<file path="config.mk">
export PLATFORM = sky130hd
export DESIGN_NAME = interleaved_sar_sequencer
export DESIGN_NICKNAME = d
export VERILOG_FILES = /design/src/rtl/sar_seq_pkg.sv /design/src/rtl/sar_phase_ring.sv /design/src/rtl/sar_phase_decode.sv /design/src/rtl/sar_section_reg.sv /design/src/rtl/sar_cal_timer.sv /design/src/rtl/interleaved_sar_sequencer.sv
export SDC_FILE = /design/constraint.sdc
export NUM_CORES = 1
export LEC_CHECK = 0
export CORE_ASPECT_RATIO = 2
export CORE_UTILIZATION = 57
export CTS_CLUSTER_DIAMETER = 120
export DETAILED_ROUTE_END_ITERATION = 10
export DONT_BUFFER_PORTS = 1
export PLACE_DENSITY = 0.72
export SLEW_MARGIN = 25
export SYNTH_ARGS = -nofsm -noshare
export SYNTH_HDL_FRONTEND = slang
export SYNTH_SLANG_ARGS = --single-unit
</file>
<file path="constraint.sdc">
create_clock -name clk_i -period 3.72 [get_ports clk_i]
set_input_delay 0.186 -clock clk_i [delete_from_list [all_inputs] [get_ports clk_i]]
set_output_delay 0.186 -clock clk_i [all_outputs]
set_load 0.005 [all_outputs]
</file>
<file path="src/rtl/sar_seq_pkg.sv">
package sar_seq_pkg;
  typedef struct packed {
    logic zero;
    logic az;
    logic calc;
    logic samp;
    logic trial;
    logic xfer;
  } phase_t;

  localparam int SLOT_ZERO = 0;
  localparam int SLOT_AZ   = 1;
  localparam int SLOT_CALC = 2;
  localparam int SLOT_SAMP = 3;
  localparam int SLOT_TRIAL0 = 4;
endpackage

</file>
<file path="src/rtl/sar_phase_ring.sv">
module sar_phase_ring #(
  parameter int N_SEC = 16,
  localparam int SW = $clog2(N_SEC)
) (
  input  logic                      clk_i,
  input  logic                      rst_ni,
  output logic [N_SEC-1:0][SW-1:0]  slot_o
);
  logic [SW-1:0] base_q;

  always_ff @(posedge clk_i or negedge rst_ni) begin
    if (!rst_ni) base_q <= '0;
    else if (base_q == SW'(N_SEC-1)) base_q <= '0;
    else base_q <= base_q + SW'(1);
  end

  // section k runs k slots ahead of section 0
  for (genvar k = 0; k < N_SEC; k++) begin : g_slot
    logic [SW:0] sum;
    assign sum = {1'b0, base_q} + (SW+1)'(k);
    assign slot_o[k] = (sum >= (SW+1)'(N_SEC)) ? SW'(sum - (SW+1)'(N_SEC)) : SW'(sum);
  end
endmodule

</file>
<file path="src/rtl/sar_phase_decode.sv">
module sar_phase_decode
  import sar_seq_pkg::*;
#(
  parameter int N_SEC = 16,
  parameter int SAR_W = 9,
  localparam int SW = $clog2(N_SEC),
  localparam int TRIAL_HI = SLOT_TRIAL0 + SAR_W - 1,
  localparam int SLOT_XFER = N_SEC - 1
) (
  input  logic [SW-1:0] slot_i,
  output phase_t        ph_o
);
  always_comb begin
    ph_o       = '0;
    ph_o.zero  = (slot_i == SW'(SLOT_ZERO));
    ph_o.az    = (slot_i == SW'(SLOT_AZ));
    ph_o.calc  = (slot_i == SW'(SLOT_CALC));
    ph_o.samp  = (slot_i == SW'(SLOT_SAMP));
    ph_o.trial = (slot_i >= SW'(SLOT_TRIAL0)) && (slot_i <= SW'(TRIAL_HI));
    ph_o.xfer  = (slot_i == SW'(SLOT_XFER));
  end
endmodule

</file>
<file path="src/rtl/sar_section_reg.sv">
module sar_section_reg
  import sar_seq_pkg::*;
#(
  parameter int N_SEC = 16,
  parameter int SAR_W = 9,
  localparam int SW = $clog2(N_SEC),
  localparam int BW = $clog2(SAR_W),
  localparam int TRIAL_HI = SLOT_TRIAL0 + SAR_W - 1
) (
  input  logic             clk_i,
  input  logic             rst_ni,
  input  logic [SW-1:0]    slot_i,
  input  phase_t           ph_i,
  input  logic             cmp_i,
  output logic [SAR_W-1:0] code_o
);
  logic [SAR_W-1:0] code_q, code_d;
  logic [BW-1:0]    bit_idx;

  // slot 5 resolves the MSB, last trial slot the LSB
  assign bit_idx = BW'(TRIAL_HI - int'(slot_i));

  always_comb begin
    code_d = code_q;
    if (ph_i.samp) begin
      code_d = '0;
      code_d[SAR_W-1] = 1'b1;
    end else if (ph_i.trial) begin
      for (int b = 0; b < SAR_W; b++) begin
        if (BW'(b) == bit_idx) code_d[b] = cmp_i;
        if (BW'(b + 1) == bit_idx) code_d[b] = 1'b1;
      end
    end
  end

  always_ff @(posedge clk_i or negedge rst_ni) begin
    if (!rst_ni) code_q <= '0;
    else code_q <= code_d;
  end

  assign code_o = code_q;


  msb_load_chk: assert property (@(posedge clk_i) disable iff (!rst_ni)
    ph_i.samp |=> (code_o == SAR_W'(1) << (SAR_W-1)));

  trial_bit_chk: assert property (@(posedge clk_i) disable iff (!rst_ni)
    ph_i.trial |=> (code_o[$past(bit_idx)] == $past(cmp_i)));

  code_hold_chk: assert property (@(posedge clk_i) disable iff (!rst_ni)
    (!ph_i.samp && !ph_i.trial) |=> $stable(code_o));
endmodule

</file>
<file path="src/rtl/sar_cal_timer.sv">
module sar_cal_timer #(
  parameter int CAL_CYCLES = 10000,
  localparam int CW = $clog2(CAL_CYCLES + 1)
) (
  input  logic clk_i,
  input  logic rst_ni,
  output logic done_o
);
  logic [CW-1:0] cnt_q;
  logic          done_q;

  always_ff @(posedge clk_i or negedge rst_ni) begin
    if (!rst_ni) begin
      cnt_q  <= '0;
      done_q <= 1'b0;
    end else begin
      if (!done_q) cnt_q <= cnt_q + CW'(1);
      if (cnt_q == CW'(CAL_CYCLES - 1)) done_q <= 1'b1;
    end
  end

  assign done_o = done_q;


  done_sticky_chk: assert property (@(posedge clk_i) disable iff (!rst_ni)
    done_o |=> done_o);

  done_rise_chk: assert property (@(posedge clk_i) disable iff (!rst_ni)
    $rose(done_o) |-> ($past(cnt_q) == CW'(CAL_CYCLES - 1)));
endmodule

</file>
<file path="src/rtl/interleaved_sar_sequencer.sv">
module interleaved_sar_sequencer
  import sar_seq_pkg::*;
#(
  parameter int N_SEC      = 16,
  parameter int SAR_W      = 9,
  parameter int CAL_CYCLES = 10000,
  localparam int SW = $clog2(N_SEC)
) (
  input  logic                     clk_i,
  input  logic                     rst_ni,
  input  logic [N_SEC-1:0]         cmp_i,
  output logic [N_SEC-1:0]         zero_o,
  output logic [N_SEC-1:0]         az_o,
  output logic [N_SEC-1:0]         calc_o,
  output logic [N_SEC-1:0]         samp_o,
  output logic [N_SEC-1:0]         trial_o,
  output logic [N_SEC-1:0]         xfer_o,
  output logic [N_SEC*SAR_W-1:0]   code_o,
  output logic                     cal_done_o
);
  logic [N_SEC-1:0][SW-1:0] slot;

  sar_phase_ring #(.N_SEC(N_SEC)) u_ring (
    .clk_i (clk_i),
    .rst_ni(rst_ni),
    .slot_o(slot)
  );

  for (genvar k = 0; k < N_SEC; k++) begin : g_sec
    phase_t ph;

    sar_phase_decode #(.N_SEC(N_SEC), .SAR_W(SAR_W)) u_dec (
      .slot_i(slot[k]),
      .ph_o  (ph)
    );

    sar_section_reg #(.N_SEC(N_SEC), .SAR_W(SAR_W)) u_sar (
      .clk_i (clk_i),
      .rst_ni(rst_ni),
      .slot_i(slot[k]),
      .ph_i  (ph),
      .cmp_i (cmp_i[k]),
      .code_o(code_o[k*SAR_W +: SAR_W])
    );

    assign zero_o[k]  = ph.zero;
    assign az_o[k]    = ph.az;
    assign calc_o[k]  = ph.calc;
    assign samp_o[k]  = ph.samp;
    assign trial_o[k] = ph.trial;
    assign xfer_o[k]  = ph.xfer;


    samp_handover_chk: assert property (@(posedge clk_i) disable iff (!rst_ni)
      samp_o[k] |=> samp_o[(k + N_SEC - 1) % N_SEC]);

    samp_to_trial_chk: assert property (@(posedge clk_i) disable iff (!rst_ni)
      samp_o[k] |=> trial_o[k]);

    xfer_wrap_chk: assert property (@(posedge clk_i) disable iff (!rst_ni)
      xfer_o[k] |=> zero_o[k]);
  end

  sar_cal_timer #(.CAL_CYCLES(CAL_CYCLES)) u_cal (
    .clk_i (clk_i),
    .rst_ni(rst_ni),
    .done_o(cal_done_o)
  );


  one_sampler_chk: assert property (@(posedge clk_i) disable iff (!rst_ni)
    $countones(samp_o) == 1);

  cal_keeps_running_chk: assert property (@(posedge clk_i) disable iff (!rst_ni)
    cal_done_o |-> ($countones(calc_o) == 1 && $countones(zero_o) == 1));
endmodule

</file>
==> results.toml <==
[grt]
gr-total-overflow = 0
grt.total_usage_pct = 38.8
grt_pass1_vias = 10500
antenna_found_initial = 0
grt_pass1_wl_um = 58000
grt_max_degree = 164

[clock_network]
clock_latency_ns = 0.43
cts_root_buffer = "clkbuf_16"
cts.sinks = 163
hold_buffers = 15
clk_pin_slew_ns = 0.07
cts_resized = 0
cts.htree.levels = 4
cts.path.max_buffers = 2
cts_made_buffers = 17
postCtsSetupBuffers = 0
tritoncts = "done"

[pwr]
cellLeakagePower_uw = 0.00515
powerDensity_mw_per_mm2 = 320
ir_drop_mv = 0.286
post-layout-total-power_uw = 3750

[place]
gp_congestion = 0.988
numPortBuffers = 0
dp_slack_ns = 0.490
hpwl_um = 27100

[logic_synthesis]
avgSynthCellArea_um2 = 8.25
synth-main-ff-cell = "dfrtp_1"
syn_nets = 1345
seq_area_frac_synth_pct = 37.7
syn_inst = 1311
synth.distinct_cells = 87
synth.cell_area_mm2 = 0.0108
async_flop_share_pct = 100
yosys_warnings = 0
synth-seq-cells = 163
synth-edff-count = 0

[sta]
tightest_slew_ns = 0.916
final-setup-viol-count = 0
skew_ns = 0.00897
maxSlewViolCount = 0
max-slew-margin-rel_pct = 38.5
tns_ns = 0
period_share_pct = 90.8
final_hold_viol_count = 163
fmaxAchievable_mhz = 296
fin_crit_ns = 3.38
final.setup.worst_slack_ns = 0.343
rsz0062_at_grt = "false"
holdWs_ns = -0.556

[routing]
vias = 10500
drt-pass1-iter-count = 6
wl_per_cell_um = 25.2
drc_errors = 0
detail-route-antenna-nets = 0
post_drt_via_cell_ratio = 6.93
drtIter0Drc = 903
drt_wl_total_um = 38100

[floorplanning]
initial_core_util_pct = 58.8
io_pins = 259
die_w_um = 99.4
die-area_mm2 = 0.0196
die_h_um = 197
coreArea_mm2 = 0.0184
rows = 70

[run]
drv_cap = 0

[final_layout]
drive_gt1_share_pct = 9.92
layout.nets = 1322
final_cell_mix = "dfrtp_1 (161), nand2_1 (155), nor2_1 (150)"
fillers = 1633
final_common_cell = "dfrtp_1"
syn2layout_area_growth_pct = 8.31
antenna_cells = 0

[worst_setup_path]
path_max_fanout = 20
start_kind = "register"
cp_num_buf_inv = 2
max_stage_delay_ns = 0.75
cp-end-kind = "register"
cp_cell_sequence = "inv_2 -> ha_1 -> inv_1 -> nor2_1 -> o21ai_0 -> a21oi_1 -> a21oi_1 -> mux2i_1"
cp_top_family = "adder cells"
cpMostUsedCell = "a21oi_1"
crit_required_ns = 4.03
worst-endpoint-arrival_ns = 3.69
cpMaxStageDelayCell = "ha_1"
critPathKind = "reg -> reg"

[run_status]
status = "finished with violations"
violations = "negative hold slack"

[worst_hold_path]
min_path_type = "in -> async"
## logic make-up (layout without fill, tap and decap cells)
family | count (synthesis) | count (layout) | share of synthesized area, %
AND/OR/NAND/NOR | 497 | 497 | 21.0
AO/OA/AOI/OAI | 397 | 397 | 24.4
XOR/XNOR | 46 | 46 | 4.52
adder cells (fa/ha/maj) | 16 | 16 | 1.85
multiplexers | 54 | 54 | 5.22
buffers and inverters | 138 | 127 | 5.31
flip-flops | 163 | 163 | 37.7
## metal layers
layer / global-route usage (%) / part of all wire [%]
met1: 39.4 / 33
met2: 67.5 / 51
met3: 9.08 / 8.4
met4: 30.3 / 7.6
met5: 0 / 0
## worst paths after layout
path / end / slack, ns / from / cells after the start
worst max register to register: g_sec[11].u_sar.code_o[5] / 0.34 / u_ring.base_q[2] / 8
worst min-delay path: g_sec[6].u_sar.code_o[6] / -0.56 / rst_ni / 0
worst max-delay path: g_sec[11].u_sar.code_o[5] / 0.34 / u_ring.base_q[2] / 8
min in group clk_i: g_sec[12].u_sar.code_o[8] / 0.02 / cmp_i[12] / 2
max in group asynchronous: g_sec[5].u_sar.code_o[0] / 4.05 / rst_ni / 0
worst min register to register: u_cal.cnt_q[13] / 0.48 / u_cal.cnt_q[13] / 1
## cell type report
type                    count  area (um2)  share of cell area (%)
multi-input cells        1010        6180                    52.8
flip-flops and latches    163        4080                    34.8
clock buffers              21         480                    4.10
repair buffers             51         433                    3.70
well taps                 216         270                    2.31
inverters                  45         169                    1.44
clock inverters            10         100                   0.855
## worst reg2reg max path: stages, from the launching register on
cell and delay [ns]:
dfrtp_2 0.61, inv_2 0.28, ha_1 0.75, inv_1 0.25, nor2_1 0.64, o21ai_0 0.20
a21oi_1 0.29, a21oi_1 0.10, mux2i_1 0.15
## Yosys cell counts (5+ instances only)
cell type,n,area [um2]
xor2_1,7,61.3
a211oi_1,10,75.1
nand2b_1,16,100
mux2_2,6,67.6
o221ai_1,7,61.3
o31a_1,7,61.3
xnor2_2,9,146
nand3_1,34,170
and3_1,15,93.8
o21ai_1,15,75.1
o22ai_1,12,75.1
a32o_1,5,50.1
a22oi_1,6,45.0
clkbuf_1,52,195
and2_1,28,175
o22a_1,8,70.1
nor3_1,46,230
o31ai_1,8,60.1
nand4_1,6,37.5
o221a_2,10,113
o41ai_1,10,87.6
or3_1,5,31.3
o21a_1,5,37.5
a21oi_1,130,651
buf_2,24,120
nor2_1,150,563
a311oi_1,10,87.6
or2_2,5,31.3
nand2_1,155,582
dfrtp_1,163,4080
o21ai_0,65,325
a21o_1,10,75.1
buf_1,10,37.5
nor2b_1,17,106
o211ai_1,6,45.0
inv_2,6,22.5
buf_4,7,52.6
mux2i_1,44,440
ha_1,16,200
o2bb2ai_1,5,43.8
a31oi_1,17,106
xnor2_1,29,254
inv_1,38,143
a221o_1,5,50.1
nor4_1,6,37.5
## sequential cells by signal, indices dropped and copies added, names as in the netlist
| signal | flops |
|---|---|
| u_ring.base_q | 4 |
| u_cal.done_o | 1 |
| u_cal.cnt_q | 14 |
| g_sec.u_sar.code_o | 144 |
## metrics by stage
| step | area [um2] | utilization [%] | std cells |
|---|---|---|---|
| global placement | 11000 | 59.7 | 1470 |
| CTS | 11700 | 63.7 | 1516 |
| finish | 11700 | 63.7 | 1516 |
| detailed placement | 11000 | 59.7 | 1470 |
| global route | 11700 | 63.7 | 1516 |
| floorplan | 10800 | - | 1311 |
## where the power goes
group	switching [uW]	internal (uW)	leakage, uW
logic	49.6	58.8	0.00287
registers	49.1	1820	0.00199
clock network	769	996	0.000286
total	868	2880	0.00515
No activity file was read; power rests on OpenSTA's default activity.
